`config.mk`:
```
export PLATFORM = sky130hd
export DESIGN_NAME = dram_refresh_sched
export DESIGN_NICKNAME = d
export VERILOG_FILES = /design/src/rtl/rfsh_pkg.sv /design/src/rtl/rfsh_interval_timer.sv /design/src/rtl/rfsh_debt_ctr.sv /design/src/rtl/rfsh_blackout.sv /design/src/rtl/dram_refresh_sched.sv
export SDC_FILE = /design/constraint.sdc
export NUM_CORES = 1
export LEC_CHECK = 0
export CORE_ASPECT_RATIO = 1.75
export CORE_MARGIN = 5
export CORE_UTILIZATION = 26
export DETAILED_ROUTE_END_ITERATION = 12
export DONT_BUFFER_PORTS = 1
export PLACE_DENSITY_LB_ADDON = 0.05
export SYNTH_ARGS = -nofsm -noshare
export SYNTH_HDL_FRONTEND = slang
export SYNTH_SLANG_ARGS = --single-unit
export TNS_END_PERCENT = 30
```
`constraint.sdc`:
```
create_clock -name clk_i -period 1.5 [get_ports clk_i]
set_input_delay 0.075 -clock clk_i [delete_from_list [all_inputs] [get_ports clk_i]]
set_output_delay 0.075 -clock clk_i [all_outputs]
set_load 0.01 [all_outputs]
```
`src/rtl/rfsh_pkg.sv`:
```
package rfsh_pkg;

  // Integer division rounded up, used for time-to-clock conversion.
  function automatic int unsigned ceil_div(input int unsigned num, input int unsigned den);
    return (num + den - 1) / den;
  endfunction

  function automatic int unsigned max2(input int unsigned a, input int unsigned b);
    return (a > b) ? a : b;
  endfunction

endpackage

```
`src/rtl/rfsh_interval_timer.sv`:
```
module rfsh_interval_timer #(
  parameter int unsigned CNT_W   = 9,
  parameter int unsigned LIM_COM = 390,
  parameter int unsigned LIM_IND = 195
) (
  input  logic clk_i,
  input  logic rst_ni,
  input  logic ind_i,
  output logic tick_o
);

  logic [CNT_W-1:0] cnt_q, cnt_d, last_idx;

  // The timer keeps counting across a grade change; a compare with >= ends
  // an interval at once when the new limit is already passed.
  always_comb begin
    last_idx = ind_i ? CNT_W'(LIM_IND - 1) : CNT_W'(LIM_COM - 1);
    tick_o   = (cnt_q >= last_idx);
    cnt_d    = tick_o ? '0 : cnt_q + CNT_W'(1);
  end

  always_ff @(posedge clk_i or negedge rst_ni) begin
    if (!rst_ni) cnt_q <= '0;
    else         cnt_q <= cnt_d;
  end

endmodule

```
`src/rtl/rfsh_debt_ctr.sv`:
```
module rfsh_debt_ctr #(
  parameter int unsigned DEBT_W  = 5,
  parameter int unsigned CAP_COM = 9,
  parameter int unsigned CAP_IND = 18
) (
  input  logic              clk_i,
  input  logic              rst_ni,
  input  logic              ind_i,
  input  logic              tick_i,
  input  logic              pay_i,
  output logic [DEBT_W-1:0] debt_o,
  output logic              urgent_o
);

  localparam logic [DEBT_W-1:0] CapC = DEBT_W'(CAP_COM);
  localparam logic [DEBT_W-1:0] CapI = DEBT_W'(CAP_IND);

  logic [DEBT_W-1:0] debt_q, debt_d, cap;
  logic              inc, dec, debt_en;

  always_comb begin
    cap      = ind_i ? CapI : CapC;
    inc      = tick_i && (debt_q < cap);
    dec      = pay_i && (debt_q != '0);
    debt_en  = inc ^ dec;
    debt_d   = inc ? debt_q + DEBT_W'(1) : debt_q - DEBT_W'(1);
    urgent_o = (debt_q >= cap - DEBT_W'(1));
    debt_o   = debt_q;
  end

  always_ff @(posedge clk_i or negedge rst_ni) begin
    if (!rst_ni)      debt_q <= '0;
    else if (debt_en) debt_q <= debt_d;
  end

endmodule

```
`src/rtl/rfsh_blackout.sv`:
```
module rfsh_blackout #(
  parameter int unsigned RFC_CYC = 7,
  parameter int unsigned WIN_W   = 3
) (
  input  logic clk_i,
  input  logic rst_ni,
  input  logic grant_i,
  output logic accept_o,
  output logic busy_o,
  output logic err_o
);

  logic [WIN_W-1:0] win_q, win_d;
  logic             win_en, err_q, err_d;

  always_comb begin
    busy_o   = (win_q != '0);
    accept_o = grant_i && !busy_o;
    err_d    = grant_i && busy_o;
    win_en   = accept_o || busy_o;
    win_d    = accept_o ? WIN_W'(RFC_CYC) : win_q - WIN_W'(1);
  end

  always_ff @(posedge clk_i or negedge rst_ni) begin
    if (!rst_ni) begin
      win_q <= '0;
      err_q <= 1'b0;
    end else begin
      if (win_en) win_q <= win_d;
      err_q <= err_d;
    end
  end

  assign err_o = err_q;

endmodule

```
`src/rtl/dram_refresh_sched.sv`:
```
module dram_refresh_sched
  import rfsh_pkg::*;
#(
  parameter int unsigned CLK_PS      = 20000,
  parameter int unsigned REFI_COM_NS = 7800,
  parameter int unsigned REFI_IND_NS = 3900,
  parameter int unsigned RFC_PS      = 127500,
  parameter int unsigned MAX_GAP_NS  = 70300
) (
  input  logic clk_i,
  input  logic rst_ni,
  input  logic ind_grade_i,
  input  logic ref_grant_i,
  input  logic bank_idle_i,
  output logic ref_req_o,
  output logic ref_urgent_o,
  output logic rfc_busy_o,
  output logic grant_err_o
);

  localparam int unsigned LIM_COM = ceil_div(REFI_COM_NS * 1000, CLK_PS);
  localparam int unsigned LIM_IND = ceil_div(REFI_IND_NS * 1000, CLK_PS);
  localparam int unsigned RFC_CYC = ceil_div(RFC_PS, CLK_PS);
  localparam int unsigned CAP_COM = MAX_GAP_NS / REFI_COM_NS;
  localparam int unsigned CAP_IND = MAX_GAP_NS / REFI_IND_NS;
  localparam int unsigned CNT_W   = $clog2(max2(LIM_COM, LIM_IND) + 1);
  localparam int unsigned DEBT_W  = $clog2(max2(CAP_COM, CAP_IND) + 1);
  localparam int unsigned WIN_W   = $clog2(RFC_CYC + 1);

  // Reset: asserted asynchronously, released after two clock edges.
  logic [1:0] rst_pipe_q;
  logic       rst_sync_n;

  always_ff @(posedge clk_i or negedge rst_ni) begin
    if (!rst_ni) rst_pipe_q <= 2'b00;
    else         rst_pipe_q <= {rst_pipe_q[0], 1'b1};
  end
  assign rst_sync_n = rst_pipe_q[1];

  logic              tick;
  logic              grant_ok;
  logic [DEBT_W-1:0] debt;

  rfsh_interval_timer #(
    .CNT_W  (CNT_W),
    .LIM_COM(LIM_COM),
    .LIM_IND(LIM_IND)
  ) u_timer (
    .clk_i (clk_i),
    .rst_ni(rst_sync_n),
    .ind_i (ind_grade_i),
    .tick_o(tick)
  );

  rfsh_debt_ctr #(
    .DEBT_W (DEBT_W),
    .CAP_COM(CAP_COM),
    .CAP_IND(CAP_IND)
  ) u_debt (
    .clk_i   (clk_i),
    .rst_ni  (rst_sync_n),
    .ind_i   (ind_grade_i),
    .tick_i  (tick),
    .pay_i   (grant_ok),
    .debt_o  (debt),
    .urgent_o(ref_urgent_o)
  );

  rfsh_blackout #(
    .RFC_CYC(RFC_CYC),
    .WIN_W  (WIN_W)
  ) u_blackout (
    .clk_i   (clk_i),
    .rst_ni  (rst_sync_n),
    .grant_i (ref_grant_i),
    .accept_o(grant_ok),
    .busy_o  (rfc_busy_o),
    .err_o   (grant_err_o)
  );

  assign ref_req_o = (debt != '0) && bank_idle_i && !rfc_busy_o;

endmodule

```
==> flow_metrics.py <==
metrics = {
    "clocking": {
        "clk_latency_ps": 260,
        "cts-root-buf": "clkbuf_8",
        "htreeDepth": 1,
        "cts_tree": "yes",
        "path_clk_slew_ps": 80,
        "numCtsBuffers": 3,
        "clock_path_buffers": 2,
        "cts_sinks": 20,
    },
    "floorplan": {
        "io_pins": 9,
        "die-area_um2": 6382,
        "die_w_um": 62.57,
        "num_rows": 33,
        "start_util_pct": 26.71,
        "fp.dieH_um": 102,
        "core_area_um2": 4707,
    },
    "status": {
        "outcome": "finished, violations left",
        "violations": "negative setup slack",
    },
    "drt": {
        "drc": 0,
        "wire_per_inst_um": 14.12,
        "first_pass_iters": 2,
        "drt_iter0_drc": 30,
        "routed_wl_um": 3134,
        "via_per_inst": 4.572,
        "drtAntennaViolNets": 0,
        "vias": 1015,
    },
    "sta": {
        "fmax_mhz": 377.1,
        "setup_viol": 12,
        "tns_ps": -5043,
        "finalClockSkew_ps": 7.532,
        "period_minus_slack_ps": 2651,
        "worst_slack_ps": -1151,
        "finalCritPeriodShare_pct": 176.8,
        "finalHoldViolCount": 0,
        "drv_slew": 0,
        "rsz0062_at_grt": "yes",
    },
    "worst_hold_path": {
        "hp-start": "ref_grant_i",
        "min_path_type": "primary input to register",
    },
    "synth": {
        "netlist_instances": 119,
        "ys.flop_type": "dfrtp_1",
        "seq_area_frac_synth_pct": 39.80,
        "netlist_area_um2": 1257,
        "syn_nets": 141,
        "syn_area_per_cell_um2": 10.57,
        "synth-async-reset-ratio_pct": 100.0,
        "synth_edf_count": 0,
        "ys_ff_latch": 20,
        "synth_warnings": 0,
        "synth_cell_types": 30,
    },
    "global_route": {
        "grt_pass1_wl_um": 5043,
        "grt_pass1_vias": 1092,
        "grt-ovfl-total": 0,
        "antenna_found_initial": 0,
        "grt_max_degree": 19,
        "grt_usage_pct": 10.05,
    },
    "critical_path": {
        "slowest_delay_ps": 410,
        "cp_slowest_cell": "dfrtp_1",
        "crit_fanout": 3,
        "crit_arrival_ps": 2810,
        "crit_type": "register to register",
        "crit_start": "u_debt.debt_o[1]",
        "cpMostUsedCell": "ha_1",
        "crit_buf_inv": 1,
        "cpLargestDelayFamily": "compound AO/OA/AOI/OAI gates",
        "critPathRequiredTime_ps": 1650,
        "critPathLaunchType": "register",
        "regToRegStartpoint": "u_debt.debt_o[1]",
        "end_kind": "register",
        "cp_cell_sequence": "ha_1, nor2b_1, o311a_1, a2111oi_4, nand2_2, buf_4, ha_1, a21o_1, a21oi_2, xnor2_1, mux2_4",
    },
    "layout": {
        "area_delta_synth_final_pct": 50.65,
        "nets": 193,
        "multi_input_area_um2": 874.6,
        "n_fill_cell": 479,
        "diodes": 0,
        "drive_gt1_share_pct": 43.53,
        "final-seq-area_um2": 500.5,
    },
    "placed_design": {
        "io_buffers": 0,
        "globalplace.congestion": 0.7123,
        "post-dp-hpwl_um": 2504,
    },
    "power_and_ir_drop": {
        "powerDensity_nw_per_um2": 1920,
        "power.leakage_nw": 0.8907,
        "vdd_ir_drop_max_mv": 1.063,
        "fin_total_pwr_w": 0.003636,
    },
    "flow_run": {
        "maxCapViolCount": 0,
    },
}
cells in the final DEF, fill, tap and decap left out, types with 2 or more instances in the layout:
| cell type | netlist | routed |
|---|---|---|
| buf_4 | 0 | 41 |
| dfrtp_1 | 20 | 20 |
| ha_1 | 16 | 12 |
| nor2_1 | 11 | 10 |
| inv_1 | 7 | 6 |
| xor2_1 | 6 | 6 |
| nand3_1 | 6 | 5 |
| xnor2_1 | 5 | 5 |
| a21o_1 | 4 | 4 |
| ha_4 | 0 | 4 |
| clkbuf_8 | 0 | 4 |
| buf_6 | 0 | 4 |
| nor2b_1 | 4 | 3 |
| nand4_1 | 3 | 3 |
| nand2_1 | 5 | 3 |
| nor3_1 | 3 | 2 |
| o21ai_1 | 0 | 2 |
| nand2_2 | 1 | 2 |
| and3_1 | 3 | 2 |
| and2_1 | 3 | 2 |
| nand2b_1 | 2 | 2 |
| a21oi_2 | 0 | 2 |
| mux2_4 | 2 | 2 |
| a21oi_1 | 4 | 2 |
| dlygate4sd3_1 | 0 | 2 |
routing by layer:
metal,GRT usage (%),up-vias,part of all wire (%)
li1,-,516,-
met1,10.42,490,38
met2,20.13,5,60
met3,1.430,4,1.3
met4,3.431,0,1.1
met5,0,-,0
power breakdown:
group	internal, W	switching (W)	total (W)
combinational	0.00129	0.00102	0.00230
clock	0.000234	0.000192	0.000425
sequential	0.000764	0.000146	0.000910
total	0.00228	0.00135	0.00364
path summary, 6_finish.rpt:
kind / endpoint / slack, ps / cells past startpoint
max in group asynchronous: u_timer.cnt_q[5] / 1090 / 1
worst max register to register: u_debt.debt_o[3] / -1150 / 11
worst max-delay path: u_debt.debt_o[3] / -1150 / 11
worst min register to register: u_debt.debt_o[4] / 200 / 1
min in group asynchronous: rst_pipe_q[1] / 40 / 1
worst min-delay path: u_blackout.win_q[2] / 20 / 2
synthesized netlist by cell type (2+ instances only):
master,n,area share [%]
ha_1,16,16
nand2b_1,2,0.99
nor3_1,3,1.2
nor2b_1,4,2.0
mux2_4,2,2.4
nand3_1,6,2.4
xor2_1,6,4.2
and3_1,3,1.5
nand4_1,3,1.5
nand2_1,5,1.5
dfrtp_1,20,40
and2_1,3,1.5
a21o_1,4,2.4
a21oi_1,4,1.6
nor2_1,11,3.3
xnor2_1,5,3.5
o21ai_0,3,1.2
inv_1,7,2.1
area by class of cell:
| class | instances | share of cell area, % |
|---|---|---|
| Clock buffer | 4 | 2.906 |
| Multi-Input combinational cell | 92 | 46.17 |
| Inverter | 7 | 1.387 |
| Sequential cell | 20 | 26.42 |
| Timing Repair Buffer | 47 | 19.68 |
| Tap cell | 52 | 3.435 |
sequential cells by signal, summed over array words and instances, names as in the netlist:
register and count:
u_timer.cnt_q 9, u_blackout.err_o 1, rst_pipe_q 2, u_debt.debt_o 5, u_blackout.win_q 3
repair_timing:
action	4_1_cts	5_1_grt
buffers inserted	4	1
setup endpoints to repair	16	16
gates resized for setup	14	14
endpoints found under the hold margin	4	0
hold buffers	2	0
pin swaps	10	8
worst register-to-register path, cell delays in order, from the launching register on:
cell and delay [ps]:
dfrtp_1 410, ha_1 270, nor2b_1 130, o311a_1 320, a2111oi_4 240, nand2_2 120
buf_4 160, ha_1 270, a21o_1 170, a21oi_2 130, xnor2_1 100, mux2_4 260
stage by stage:
stage	cell area, µm²	hold WS (ps)	utilization [%]	setup slack (ps)	instances
2_1_floorplan	1276	-220.6	-	-1001	119
3_3_place_gp	1649	-220.5	35.03	-1141	212
3_5_place_dp	1649	-220.5	35.03	-1157	212
4_1_cts	1815	19.97	38.57	-1176	222
5_1_grt	1894	15.96	40.24	-1255	222
6_report	1894	21.35	40.24	-1151	222
cells by family after synthesis:
kind of cell,after synthesis,synth area share (%)
other,1,0.2982
XOR/XNOR,12,8.955
multiplexers,3,3.184
adder cells (fa/ha/maj),17,17.51
buffers and inverters,7,2.090
AO/OA/AOI/OAI,17,11.05
AND/OR/NAND/NOR,42,17.11
flip-flops,20,39.80
Power figures use the tool's default switching activity.
